`config.mk`:
```
export PLATFORM = sky130hd
export DESIGN_NAME = prescaled_interval_timer
export DESIGN_NICKNAME = d
export VERILOG_FILES = /design/src/rtl/tmr_pkg.sv /design/src/rtl/tmr_regfile.sv /design/src/rtl/tmr_prescaler.sv /design/src/rtl/tmr_downcount.sv /design/src/rtl/prescaled_interval_timer.sv
export SDC_FILE = /design/constraint.sdc
export NUM_CORES = 1
export LEC_CHECK = 0
export ABC_CLOCK_PERIOD_IN_PS = 3200
export BUFFER_PORTS_ARGS = -buffer_cell sky130_fd_sc_hd__buf_2
export CORE_AREA = 2 2 72 87
export DETAILED_ROUTE_END_ITERATION = 6
export DIE_AREA = 0 0 74 89
export HOLD_SLACK_MARGIN = 0.06
export PLACE_DENSITY = 0.78
export SETUP_SLACK_MARGIN = 0.4
export SYNTH_ARGS = -nofsm -noshare
export SYNTH_HDL_FRONTEND = slang
export SYNTH_SLANG_ARGS = --single-unit
```
`constraint.sdc`:
```
create_clock -name clk -period 3.2 [get_ports clk]
set_input_delay 0.64 -clock clk [delete_from_list [all_inputs] [get_ports clk]]
set_output_delay 0.64 -clock clk [all_outputs]
set_load 0.005 [all_outputs]
```
`src/rtl/tmr_pkg.sv`:
```
// Package: shared register selects for the prescaled interval timer.
// Assumes a two-bit word address on the register port.
package tmr_pkg;
    localparam int ADDR_W = 2;

    typedef enum logic [ADDR_W-1:0] {
        SEL_CTRL   = 2'd0,
        SEL_COUNT  = 2'd1,
        SEL_PERIOD = 2'd2,
        SEL_SCALE  = 2'd3
    } reg_sel_e;
endpackage

```
`src/rtl/tmr_regfile.sv`:
```
// Register file of the timer: holds enable, period and prescale value,
// decodes writes into load strobes for the counter and prescaler, and
// returns the selected register (including the live count) combinationally.
// Assumes DATA_W is at least CNT_W and SCL_W.
module tmr_regfile
    import tmr_pkg::*;
#(
    parameter int DATA_W = 16,
    parameter int CNT_W  = 16,
    parameter int SCL_W  = 8
) (
    input  logic              clk,
    input  logic              rst_n,
    input  logic              wr_i,
    input  logic [ADDR_W-1:0] addr_i,
    input  logic [DATA_W-1:0] wdata_i,
    input  logic [CNT_W-1:0]  count_i,
    output logic [DATA_W-1:0] rdata_o,
    output logic              enable_o,
    output logic [CNT_W-1:0]  period_o,
    output logic [SCL_W-1:0]  scale_o,
    output logic              count_load_o,
    output logic [CNT_W-1:0]  count_wdata_o,
    output logic              start_o
);
    reg_sel_e sel;
    logic     wr_ctrl, wr_period, wr_scale;

    // Decode the write strobe by register select.
    always_comb begin
        sel           = reg_sel_e'(addr_i);
        wr_ctrl       = wr_i && (sel == SEL_CTRL);
        wr_period     = wr_i && (sel == SEL_PERIOD);
        wr_scale      = wr_i && (sel == SEL_SCALE);
        count_load_o  = wr_i && (sel == SEL_COUNT);
        count_wdata_o = wdata_i[CNT_W-1:0];
        start_o       = wr_ctrl && wdata_i[0] && !enable_o;
    end

    // Hold the software-written configuration registers.
    always_ff @(posedge clk) begin
        if (!rst_n) begin
            enable_o <= 1'b0;
            period_o <= '0;
            scale_o  <= '0;
        end else begin
            if (wr_ctrl)   enable_o <= wdata_i[0];
            if (wr_period) period_o <= wdata_i[CNT_W-1:0];
            if (wr_scale)  scale_o  <= wdata_i[SCL_W-1:0];
        end
    end

    // Return the selected register, zero-extended to the bus width.
    always_comb begin
        unique case (sel)
            SEL_CTRL:   rdata_o = DATA_W'(enable_o);
            SEL_COUNT:  rdata_o = DATA_W'(count_i);
            SEL_PERIOD: rdata_o = DATA_W'(period_o);
            SEL_SCALE:  rdata_o = DATA_W'(scale_o);
            default:    rdata_o = '0;
        endcase
    end

    assert_period_write_R10: assert property (@(posedge clk) disable iff (!rst_n)
        wr_period |=> period_o == $past(wdata_i[CNT_W-1:0]));

    assert_ctrl_write_R2: assert property (@(posedge clk) disable iff (!rst_n)
        wr_ctrl |=> enable_o == $past(wdata_i[0]));
endmodule

```
`src/rtl/tmr_prescaler.sv`:
```
// Prescaler: divides the clock by scale+1 while enabled and emits a
// one-cycle tick at the end of each phase. A restart request reloads the
// phase from the current scale value. Assumes restart and enable come
// from registered logic.
module tmr_prescaler #(
    parameter int SCL_W = 8
) (
    input  logic             clk,
    input  logic             rst_n,
    input  logic             enable_i,
    input  logic             restart_i,
    input  logic [SCL_W-1:0] scale_i,
    output logic             tick_o
);
    logic [SCL_W-1:0] phase;

    // A tick falls on the last cycle of an enabled phase.
    always_comb tick_o = enable_i && (phase == '0);

    // Count the phase down, reloading on a tick or a restart.
    always_ff @(posedge clk) begin
        if (!rst_n)            phase <= '0;
        else if (restart_i)    phase <= scale_i;
        else if (tick_o)       phase <= scale_i;
        else if (enable_i)     phase <= phase - 1'b1;
    end

    assert_prescale_hold_R7: assert property (@(posedge clk) disable iff (!rst_n)
        (!enable_i && !restart_i) |=> $stable(phase));

    assert_restart_load_R8: assert property (@(posedge clk) disable iff (!rst_n)
        restart_i |=> phase == $past(scale_i));

    assert_no_tick_when_off_R7: assert property (@(posedge clk) disable iff (!rst_n)
        !enable_i |-> !tick_o);
endmodule

```
`src/rtl/tmr_downcount.sv`:
```
// Down counter with reload: steps once per tick, refilling from the period
// when a step starts at zero, and pulses the interrupt when a step leaves
// the count at zero. A software load overrides the step at the same edge.
module tmr_downcount #(
    parameter int CNT_W = 16
) (
    input  logic             clk,
    input  logic             rst_n,
    input  logic             enable_i,
    input  logic             tick_i,
    input  logic             load_i,
    input  logic [CNT_W-1:0] load_value_i,
    input  logic [CNT_W-1:0] period_i,
    output logic [CNT_W-1:0] count_o,
    output logic             irq_o
);
    logic [CNT_W-1:0] next_count;

    // Choose between a reload and a decrement for the next step.
    always_comb next_count = (count_o == '0) ? period_i : count_o - 1'b1;

    // Apply loads and steps, raising the interrupt on a zero result.
    always_ff @(posedge clk) begin
        if (!rst_n) begin
            count_o <= '0;
            irq_o   <= 1'b0;
        end else begin
            irq_o <= 1'b0;
            if (load_i) begin
                count_o <= load_value_i;
            end else if (tick_i) begin
                count_o <= next_count;
                irq_o   <= (next_count == '0);
            end
        end
    end

    assert_irq_at_zero_R4: assert property (@(posedge clk) disable iff (!rst_n)
        irq_o |-> count_o == '0);

    assert_count_hold_off_R7: assert property (@(posedge clk) disable iff (!rst_n)
        (!enable_i && !load_i) |=> ($stable(count_o) && !irq_o));

    assert_step_down_R3: assert property (@(posedge clk) disable iff (!rst_n)
        (tick_i && !load_i && count_o != '0) |=> count_o == $past(count_o) - 1'b1);

    assert_reload_R5: assert property (@(posedge clk) disable iff (!rst_n)
        (tick_i && !load_i && count_o == '0) |=> count_o == $past(period_i));

    assert_load_wins_R9: assert property (@(posedge clk) disable iff (!rst_n)
        load_i |=> (count_o == $past(load_value_i) && !irq_o));
endmodule

```
`src/rtl/prescaled_interval_timer.sv`:
```
// Top of the prescaled interval timer: joins the register file, the
// prescaler and the reloading down counter. Assumes a single clock domain
// and a synchronous active-low reset.
module prescaled_interval_timer
    import tmr_pkg::*;
#(
    parameter int DATA_W = 16,
    parameter int CNT_W  = 16,
    parameter int SCL_W  = 8
) (
    input  logic              clk,
    input  logic              rst_n,
    input  logic              bus_wr,
    input  logic [ADDR_W-1:0] bus_addr,
    input  logic [DATA_W-1:0] bus_wdata,
    output logic [DATA_W-1:0] bus_rdata,
    output logic              irq
);
    logic             enable, count_load, start, restart, tick;
    logic [CNT_W-1:0] period, count, count_wdata;
    logic [SCL_W-1:0] scale;

    // Restart the prescaler on a count write or on enabling.
    always_comb restart = count_load || start;

    tmr_regfile #(.DATA_W(DATA_W), .CNT_W(CNT_W), .SCL_W(SCL_W)) regs_i (
        .clk           (clk),
        .rst_n         (rst_n),
        .wr_i          (bus_wr),
        .addr_i        (bus_addr),
        .wdata_i       (bus_wdata),
        .count_i       (count),
        .rdata_o       (bus_rdata),
        .enable_o      (enable),
        .period_o      (period),
        .scale_o       (scale),
        .count_load_o  (count_load),
        .count_wdata_o (count_wdata),
        .start_o       (start)
    );

    tmr_prescaler #(.SCL_W(SCL_W)) presc_i (
        .clk       (clk),
        .rst_n     (rst_n),
        .enable_i  (enable),
        .restart_i (restart),
        .scale_i   (scale),
        .tick_o    (tick)
    );

    tmr_downcount #(.CNT_W(CNT_W)) cnt_i (
        .clk          (clk),
        .rst_n        (rst_n),
        .enable_i     (enable),
        .tick_i       (tick),
        .load_i       (count_load),
        .load_value_i (count_wdata),
        .period_i     (period),
        .count_o      (count),
        .irq_o        (irq)
    );

    assert_reset_state_R1: assert property (@(posedge clk)
        !rst_n |=> (!irq && count == '0 && !enable));
endmodule

```
==> impl_metrics.csv, run 1 <==
group,metric,value,unit
clock_network,cts_max_path_buffers,2,
synthesis,synth_edf_count,0,
sta,max_clock_freq,0.396,GHz
die,initial_utilization,57.8,%
clock_network,cts_setup_buffers,0,
critical_path,rr_worst_depth,7,
sta,hold_violations,0,
critical_path,cp_data_required_time,3.44,ns
cells_and_area,multiInputGateArea,2090,um^2
sta,worst_slack,0.676,ns
global_route,grt_pass1_vias,3000,
critical_path,worstPathArrival,2.77,ns
synthesis,async_reset_ff_share,0,%
sta,slew_headroom,51.2,%
cells_and_area,area_delta_synth_final,9.28,%
die,num_rows,30,
detailed_routing,drtIter0Drc,360,
global_route,grt_max_degree,24,
global_route,grt_util_all_layers,29.1,%
clock_network,cts_inserted_buffers,5,
die,core_area,5670,um^2
clock_network,clockRootBuffer,"clkbuf_8",
detailed_routing,drt_first_pass_iters,5,
power_and_ir_drop,p_per_area,428,nW/um^2
placement,dp.final_hpwl,6770,um
critical_path,slowest_stage,"nor4b_1",
detailed_routing,drcViolationCount,0,
cells_and_area,antenna_cells,0,
clock_network,clk_pin_slew_worst_paths,0.09,ns
cells_and_area,drive_above_1_share,18.6,%
detailed_routing,finalWirelength,9110,um
critical_path,worstPathMaxFanout,15,
cells_and_area,utilization,63.2,%
detailed_routing,route.detailed.wl_per_inst,17.8,um
synthesis,yosys.area.top_type,"dfxtp_1",
status,outcome,"complete, no violations",
cells_and_area,layout_common_cells,"nand2_1, dfxtp_1, buf_2, o21ai_0, a21boi_0",
detailed_routing,antenna_left,0,
critical_path,critPathLaunchType,"flop",
synthesis,ys_top_cells_by_area,"dfxtp_1, nand2_1, o21ai_0",
critical_path,cp-end-kind,"flop",
clock_network,ctsResizeCount,0,
cells_and_area,ff_latch_area,1000,um^2
global_route,grt_pass1_wl,14800,um
min_path,holdPathStages,2,
synthesis,synth_top_area_share,30.5,%
cells_and_area,fillCellCount,530,
sta,fin_crit,2.52,ns
synthesis,synth_cells,410,
synthesis,syn_avg_cell_area,7.99,um^2
die,die_area,6590,um^2
sta,slew_viol_final,0,
synthesis,synthesis.area,3280,um^2
clock_network,ctsHtreeMaxLevel,2,
die,die_width,74,um
sta,tns,0,ns
critical_path,worstSetupPathType,"reg -> reg",
synthesis,yosys_warnings,0,
die,io_pins,38,
power_and_ir_drop,irDropWorstVdd,0.271,mV
sta,rsz0062_at_grt,"false",
die,chipHeight,89,um
cells_and_area,stdcell_area,3580,um^2
global_route,antenna_found_initial,0,
critical_path,slowest_delay,0.56,ns
placement,place_congestion,0.958,
global_route,overflow,0,
critical_path,worstPathCellList,"inv_1 > ha_1 > nor4b_1 > and4b_1 > buf_4 > mux2_2 > a21oi_1",
flow_run,cap_violations,0,
cells_and_area,fin_nets,455,
sta,fin_skew,0.00591,ns
cells_and_area,final_common_cell,"nand2_1",
synthesis,yosysSeqAreaShare,30.5,%
synthesis,ys_types,63,
placement,placed_area,3500,um^2
clock_network,cts_sinks,50,
detailed_routing,vias,3286,
min_path,hp-class,"reg -> reg",
clock_network,ctsHoldBuffers,0,
placement,port_buffers,37,
detailed_routing,routed_via_density,6.43,
synthesis,synth_ff_type,"dfxtp_1",
clock_network,cts_tree,"yes",
synthesis,syn_nets,434,
sta,tightestPinTransition,0.726,ns
placement,dp_slack,0.742,ns
sta,setup_violations,0,
synthesis,ys_seq_elements,50,
sta,period_share,78.9,%
clock_network,clk_latency,0.31,ns
power_and_ir_drop,leakage,1.41,nW
final timing paths:
| path | endpoint | from | slack (ns) |
|---|---|---|---|
| max | cnt_i.count_o[15]$_SDFFE_PN0P_ | presc_i.phase[0]$_SDFFE_PN0P_ | 0.68 |
| max reg2reg | cnt_i.count_o[15]$_SDFFE_PN0P_ | presc_i.phase[0]$_SDFFE_PN0P_ | 0.68 |
| min reg2reg | presc_i.phase[1]$_SDFFE_PN0P_ | presc_i.phase[1]$_SDFFE_PN0P_ | 0.48 |
| min | presc_i.phase[1]$_SDFFE_PN0P_ | presc_i.phase[1]$_SDFFE_PN0P_ | 0.48 |
cells by family after synthesis:
logic type,Yosys count,synth area share [%]
buffers and inverters,44,5.65
AND/OR/NAND/NOR,150,24.8
multiplexers,21,7.14
XOR/XNOR,2,0.535
flip-flops,50,30.5
AO/OA/AOI/OAI,140,30.2
adder cells (fa/ha/maj),3,1.15
worst max-delay path: cells and delay by family, from the launching register on:
kind	cells	cell delay (ns)
multiplexers	1	0.36
AO/OA/AOI/OAI	1	0.14
AND/OR/NAND/NOR	2	1.05
buffers and inverters	2	0.35
adder cells (fa/ha/maj)	1	0.20
flip-flops	1	0.34
metal layers:
layer  GRT usage [%]  wire [um]  vias to the layer above
li1                -          -                     1559
met1            35.8       3750                     1569
met2            51.0       4610                      129
met3            3.72        461                       29
met4            12.1        300                        0
met5               0          0                        -
report_power, final:
part           switching, mW  total, mW  internal [mW]
sequential            0.0487      0.703          0.654
combinational          0.268      0.465          0.197
clock                  0.215      0.365          0.151
synthesized netlist by cell type, types with 2 or more instances:
master	number
nor3b_1	5
buf_1	2
dfxtp_1	50
or2_2	3
inv_1	9
nor4_1	11
nand3_1	9
o21a_1	5
nor3_1	3
buf_2	7
mux2_2	9
o21ai_0	32
or4_4	2
mux2i_1	11
o2111ai_1	2
a211o_1	3
nor4b_1	3
o22ai_1	5
and2_1	3
nand4_1	5
or3_1	4
nand2_1	55
and3_1	3
o211ai_1	4
a31oi_1	8
nand4b_1	2
nor2_1	14
a21boi_0	21
a22o_1	17
o2bb2ai_1	3
ha_1	3
a21oi_1	18
or4_1	3
nand2b_1	6
o221a_2	2
clkbuf_1	24
a2bb2oi_1	5
nor2b_1	14
per-stage QoR:
| step | instances | power [mW] | hold WS [ns] |
|---|---|---|---|
| 3_3_place_gp | 504 | 1.16 | 0.464 |
| 6_report | 511 | 1.53 | 0.482 |
| 2_1_floorplan | 410 | 1.05 | 0.450 |
| 5_1_grt | 511 | 1.61 | 0.527 |
| 3_5_place_dp | 504 | 1.17 | 0.475 |
| 4_1_cts | 511 | 1.52 | 0.487 |
state kept, by name (all words and copies together), names as in the netlist:
register,count
cnt_i.irq_o,1
regs_i.enable_o,1
regs_i.scale_o,8
regs_i.period_o,16
presc_i.phase,8
cnt_i.count_o,16
cell type report:
cell class,count,area share [%]
sequential,50,28.0
multi-input combinational,316,58.4
tap,80,2.80
clock inverter,1,0.210
timing repair buffer,49,7.69
clock buffer,6,2.03
inverter,9,0.943
(Power assumes the default switching activity.)
==> run 2: changes to the inputs <==
--- a/config.mk
+++ b/config.mk
@@ -5,13 +5,13 @@
 export SDC_FILE = /design/constraint.sdc
 export NUM_CORES = 1
 export LEC_CHECK = 0
-export ABC_CLOCK_PERIOD_IN_PS = 3200
+export ABC_CLOCK_PERIOD_IN_PS = 2230
 export BUFFER_PORTS_ARGS = -buffer_cell sky130_fd_sc_hd__buf_2
-export CORE_AREA = 2 2 72 87
+export CORE_AREA = 2 2 75 92
 export DETAILED_ROUTE_END_ITERATION = 6
-export DIE_AREA = 0 0 74 89
+export DIE_AREA = 0 0 77 94
 export HOLD_SLACK_MARGIN = 0.06
-export PLACE_DENSITY = 0.78
+export PLACE_DENSITY = 0.75
 export SETUP_SLACK_MARGIN = 0.4
 export SYNTH_ARGS = -nofsm -noshare
 export SYNTH_HDL_FRONTEND = slang
==> constraint.sdc (replaced) <==
create_clock -name clk -period 2.23 [get_ports clk]
set_input_delay 0.446 -clock clk [delete_from_list [all_inputs] [get_ports clk]]
set_output_delay 0.446 -clock clk [all_outputs]
set_load 0.005 [all_outputs]
==> impl_metrics.csv, run 2 (synthesis results as in run 1) <==
group,metric,value,unit
sta,tightestPinTransition,0.625,ns
sta,rsz0062_at_grt,"true",
cells_and_area,area_delta_synth_final,35.2,%
die,chipHeight,94,um
power_and_ir_drop,p_per_area,598,nW/um^2
clock_network,clk_pin_slew_worst_paths,0.10,ns
sta,slew_viol_final,0,
critical_path,worstPathMaxFanout,4,
power_and_ir_drop,p_clk_share,21.0,%
sta,period_share,96.4,%
clock_network,ctsHtreeMaxLevel,2,
clock_network,cts_max_path_buffers,2,
critical_path,critPathLaunchType,"flop",
placement,dp_slack,0.0511,ns
die,die_width,77,um
clock_network,clk_latency,0.31,ns
cells_and_area,multiInputGateArea,2370,um^2
cells_and_area,utilization,70.1,%
cells_and_area,reg_top3,"cnt_i.count_o x16, regs_i.period_o x16",
placement,place_congestion,1.02,
detailed_routing,drt_first_pass_iters,7,
sta,fin_skew,0.00980,ns
sta,tns,0,ns
die,die_area,7240,um^2
power_and_ir_drop,leakage,1.82,nW
cells_and_area,fillCellCount,517,
detailed_routing,antenna_left,0,
sta,worst_slack,0.0793,ns
power_and_ir_drop,netSwitchingFraction,36.2,%
placement,dp.final_hpwl,7520,um
cells_and_area,antenna_cells,0,
power_and_ir_drop,p_int,1.69,mW
cells_and_area,ff_latch_area,1020,um^2
detailed_routing,vias,3762,
clock_network,cts_tree,"yes",
cells_and_area,final_common_cell,"buf_4",
power_and_ir_drop,pwr-share-comb,40.9,%
die,io_pins,38,
global_route,grt_pass1_vias,3604,
detailed_routing,finalWirelength,11900,um
sta,whs,0.369,ns
die,core_area,6330,um^2
clock_network,ctsHoldBuffers,0,
critical_path,worstPathArrival,2.35,ns
global_route,grt_pass1_wl,17500,um
die,num_rows,32,
clock_network,cts_sinks,50,
detailed_routing,route.detailed.wl_per_inst,20.5,um
status,outcome,"complete, no violations",
critical_path,cp_data_required_time,2.43,ns
detailed_routing,drcViolationCount,0,
cells_and_area,drive_above_1_share,39.1,%
sta,max_clock_freq,0.465,GHz
cells_and_area,layout_common_cells,"buf_4, nand2_1, dfxtp_1, buf_2, o21ai_0",
clock_network,cts_inserted_buffers,5,
global_route,grt_max_degree,42,
sta,slew_headroom,58.2,%
min_path,hp-class,"in -> reg",
cells_and_area,fin_nets,516,
global_route,grt_util_all_layers,30.4,%
power_and_ir_drop,seq_power_share,38.0,%
placement,port_buffers,37,
global_route,overflow,0,
die,initial_utilization,51.8,%
power_and_ir_drop,irDropWorstVdd,0.405,mV
sta,hold_violations,0,
sta,fin_crit,2.15,ns
critical_path,cp-end-kind,"flop",
critical_path,worstSetupPathType,"reg -> reg",
power_and_ir_drop,p_switching,959,uW
global_route,antenna_found_initial,0,
sta,setup_violations,0,
detailed_routing,routed_via_density,6.51,
detailed_routing,drtIter0Drc,338,
clock_network,clockRootBuffer,"clkbuf_8",
flow_run,cap_violations,0,
==> run 2: worst max-delay path: stages, from the launching register on <==
cell	delay, ns
dfxtp_2	0.33
or4_4	0.59
or4_4	0.49
nor4_1	0.37
a211o_1	0.21
a2111oi_4	0.06
==> run 2: metrics by stage <==
| step | total power [mW] | instances | area, um^2 |
|---|---|---|---|
| after floorplan | 1.52 | 410 | 3340 |
| after global placement | 1.76 | 535 | 3730 |
| after detailed placement | 1.77 | 535 | 3730 |
| after CTS | 2.39 | 559 | 4060 |
| after global routing | 2.75 | 578 | 4430 |
| final | 2.65 | 578 | 4430 |
==> run 2: per-layer routing <==
layer / GRT usage (%) / part of all wire, % / vias up
li1: - / - / 1692
met1: 33.5 / 37 / 1784
met2: 56.7 / 51 / 214
met3: 4.13 / 6.3 / 72
met4: 15.9 / 5.4 / 0
met5: 0 / 0 / -
==> run 2: what timing repair did <==
action | in CTS | in global routing
endpoints found under the setup margin | 40 | 38
buffers inserted | 16 | 17
pin swaps | 9 | 28
gates cloned | 0 | 2
gates resized for setup | 39 | 59
==> run 2: power groups by stage <==
stage	combinational, mW	clock, mW	sequential, mW
final	1.08	0.557	1.01
after global routing	1.15	0.582	1.01
after CTS	0.838	0.552	1.00
after detailed placement	0.756	0	1.02
after global placement	0.750	0	1.01
after floorplan	0.535	0	0.990
==> run 2: worst paths after layout <==
check	depth (start not counted)	end	slack, ns	startpoint
setup reg to reg	5	cnt_i.irq_o$_SDFF_PP0_	0.08	cnt_i.count_o[4]$_SDFFE_PN0P_
hold reg to reg	2	regs_i.period_o[14]$_SDFFE_PN0P_	0.50	regs_i.period_o[14]$_SDFFE_PN0P_
hold / removal	2	cnt_i.count_o[9]$_SDFFE_PN0P_	0.37	bus_wdata[9]
setup / recovery	5	cnt_i.irq_o$_SDFF_PP0_	0.08	cnt_i.count_o[4]$_SDFFE_PN0P_
==> run 2: cell type report <==
class                      count  share of cell area, %
tap                           85                   2.40
sequential                    50                   23.0
inverter                       9                  0.762
clock buffer                   6                   1.64
timing repair buffer         110                   18.5
clock inverter                 2                  0.311
multi-input combinational    316                   53.4
==> run 3: changes to the inputs <==
--- a/config.mk
+++ b/config.mk
@@ -12,6 +12,7 @@
 export DIE_AREA = 0 0 77 94
 export HOLD_SLACK_MARGIN = 0.06
 export PLACE_DENSITY = 0.75
+export REMOVE_ABC_BUFFERS = 1
 export SETUP_SLACK_MARGIN = 0.4
 export SYNTH_ARGS = -nofsm -noshare
 export SYNTH_HDL_FRONTEND = slang
==> impl_metrics.csv, run 3 (synthesis results as in run 1) <==
group,metric,value,unit
detailed_routing,drt_first_pass_iters,5,
detailed_routing,drcViolationCount,0,
die,initial_utilization,51.8,%
cells_and_area,utilization,64.9,%
cells_and_area,reg_top3,"cnt_i.count_o x16, regs_i.period_o x16",
critical_path,worstPathArrival,2.23,ns
critical_path,worstPathMaxFanout,4,
global_route,grt_max_degree,41,
cells_and_area,fillCellCount,560,
sta,period_share,91.3,%
global_route,grt_pass1_wl,16500,um
critical_path,rr_worst_depth,5,
critical_path,worstSetupPathType,"reg -> reg",
sta,slew_headroom,68.2,%
placement,port_buffers,37,
die,chipHeight,94,um
detailed_routing,drtIter0Drc,252,
clock_network,clk_latency,0.31,ns
min_path,holdPathStages,3,
clock_network,cts_sinks,50,
global_route,grt_pass1_vias,3312,
die,die_width,77,um
sta,whs,0.341,ns
detailed_routing,routed_via_density,6.27,
cells_and_area,area_delta_synth_final,25.3,%
critical_path,cp_data_required_time,2.43,ns
sta,slew_viol_final,0,
cells_and_area,layout_common_cells,"nand2_1, dfxtp_1, buf_4, buf_2, o21ai_0",
sta,worst_slack,0.194,ns
global_route,antenna_found_initial,0,
die,die_area,7240,um^2
clock_network,clockRootBuffer,"clkbuf_8",
clock_network,clk_pin_slew_worst_paths,0.10,ns
power_and_ir_drop,irDropWorstVdd,0.316,mV
global_route,grtUsageMet3,3.17,%
critical_path,cp-end-kind,"flop",
critical_path,r2r_slack,0.19,ns
critical_path,r2r-end,"cnt_i.irq_o$_SDFF_PP0_",
power_and_ir_drop,leakage,1.66,nW
placement,dp.final_hpwl,7050,um
detailed_routing,vias,3471,
critical_path,r2r-start,"cnt_i.count_o[4]$_SDFFE_PN0P_",
detailed_routing,antenna_left,0,
detailed_routing,finalWirelength,10300,um
detailed_routing,route.detailed.wl_per_inst,18.6,um
cells_and_area,fin_nets,493,
flow_run,cap_violations,0,
sta,fin_crit,2.04,ns
die,core_area,6330,um^2
power_and_ir_drop,p_per_area,591,nW/um^2
clock_network,cts_inserted_buffers,5,
sta,max_clock_freq,0.491,GHz
min_path,hold_start,"bus_wdata[8]",
global_route,overflow,0,
placement,dp_slack,0.112,ns
cells_and_area,antenna_cells,0,
sta,setup_violations,0,
status,outcome,"complete, no violations",
clock_network,cts_max_path_buffers,2,
global_route,globalRouteMet1Util,33.9,%
sta,hold_violations,0,
global_route,grt_util_all_layers,28.4,%
global_route,grt_use_met2,51.6,%
sta,rsz0062_at_grt,"true",
global_route,grt_busiest_layer,"met2",
die,num_rows,32,
critical_path,critPathLaunchType,"flop",
cells_and_area,final_common_cell,"nand2_1",
cells_and_area,drive_above_1_share,32.2,%
sta,fin_skew,0.00789,ns
clock_network,cts_tree,"yes",
min_path,hp-class,"in -> reg",
cells_and_area,instances_no_fill,554,
clock_network,ctsHtreeMaxLevel,2,
placement,place_congestion,0.976,
sta,tightestPinTransition,0.474,ns
placement,placed_cells,533,
die,io_pins,38,
min_path,min_to,"cnt_i.count_o[8]$_SDFFE_PN0P_",
-- run 3: critical path, stage by stage (launching register included) --
cell and delay, ns:
dfxtp_4 0.37, or4_4 0.57, or4_4 0.47, o311ai_4 0.30, a211o_1 0.17, a2111oi_2 0.04
-- run 3: per-stage QoR --
step | instance area, um^2 | power [mW] | setup TNS [ns]
after floorplan | 3130 | 1.47 | -0.361
after global placement | 3710 | 1.73 | 0
after detailed placement | 3710 | 1.74 | 0
after CTS | 4000 | 2.36 | 0
after global routing | 4110 | 2.54 | 0
final | 4110 | 2.43 | 0
-- run 3: where the power goes --
part | leakage (nW) | switching, mW | internal [mW]
registers | 0.411 | 0.0576 | 0.940
clock network | 0.0373 | 0.322 | 0.216
logic | 1.21 | 0.470 | 0.421
total | 1.66 | 0.850 | 1.58
-- run 3: what timing repair did --
| action | CTS | global route |
|---|---|---|
| setup endpoints to repair | 41 | 41 |
| gates resized for setup | 34 | 31 |
| setup buffers | 10 | 3 |
| hold buffers | 0 | 0 |
| pin swaps | 12 | 10 |
| cloned | 1 | 0 |
-- run 3: worst max-delay path by stage --
stage                                              from                     end  slack [ns]  depth (start not counted)
after floorplan           cnt_i.count_o[0]$_SDFFE_PN0P_  cnt_i.irq_o$_SDFF_PP0_       -0.18                          7
after global placement    cnt_i.count_o[4]$_SDFFE_PN0P_  cnt_i.irq_o$_SDFF_PP0_        0.17                          5
after detailed placement  presc_i.phase[0]$_SDFFE_PN0P_  cnt_i.irq_o$_SDFF_PP0_        0.11                          7
after CTS                 cnt_i.count_o[1]$_SDFFE_PN0P_  cnt_i.irq_o$_SDFF_PP0_        0.21                          5
after global routing      cnt_i.count_o[0]$_SDFFE_PN0P_  cnt_i.irq_o$_SDFF_PP0_        0.12                          6
final                     cnt_i.count_o[4]$_SDFFE_PN0P_  cnt_i.irq_o$_SDFF_PP0_        0.19                          5
-- run 3: layout make-up --
| class | count | area (um^2) | area share [%] |
|---|---|---|---|
| timing repair buffer | 87 | 632 | 15.4 |
| multi-input combinational | 316 | 2240 | 54.6 |
| tap | 85 | 106 | 2.59 |
| sequential | 50 | 1010 | 24.6 |
| inverter | 9 | 33.8 | 0.823 |
| clock inverter | 1 | 7.51 | 0.183 |
| clock buffer | 6 | 72.6 | 1.77 |
-- run 3: metal layers --
metal  routed length [um]  vias to the layer above
met5                    0                        -
met4                  303                        0
met3                  510                       32
met2                 5300                      147
met1                 4180                     1653
li1                     -                     1639
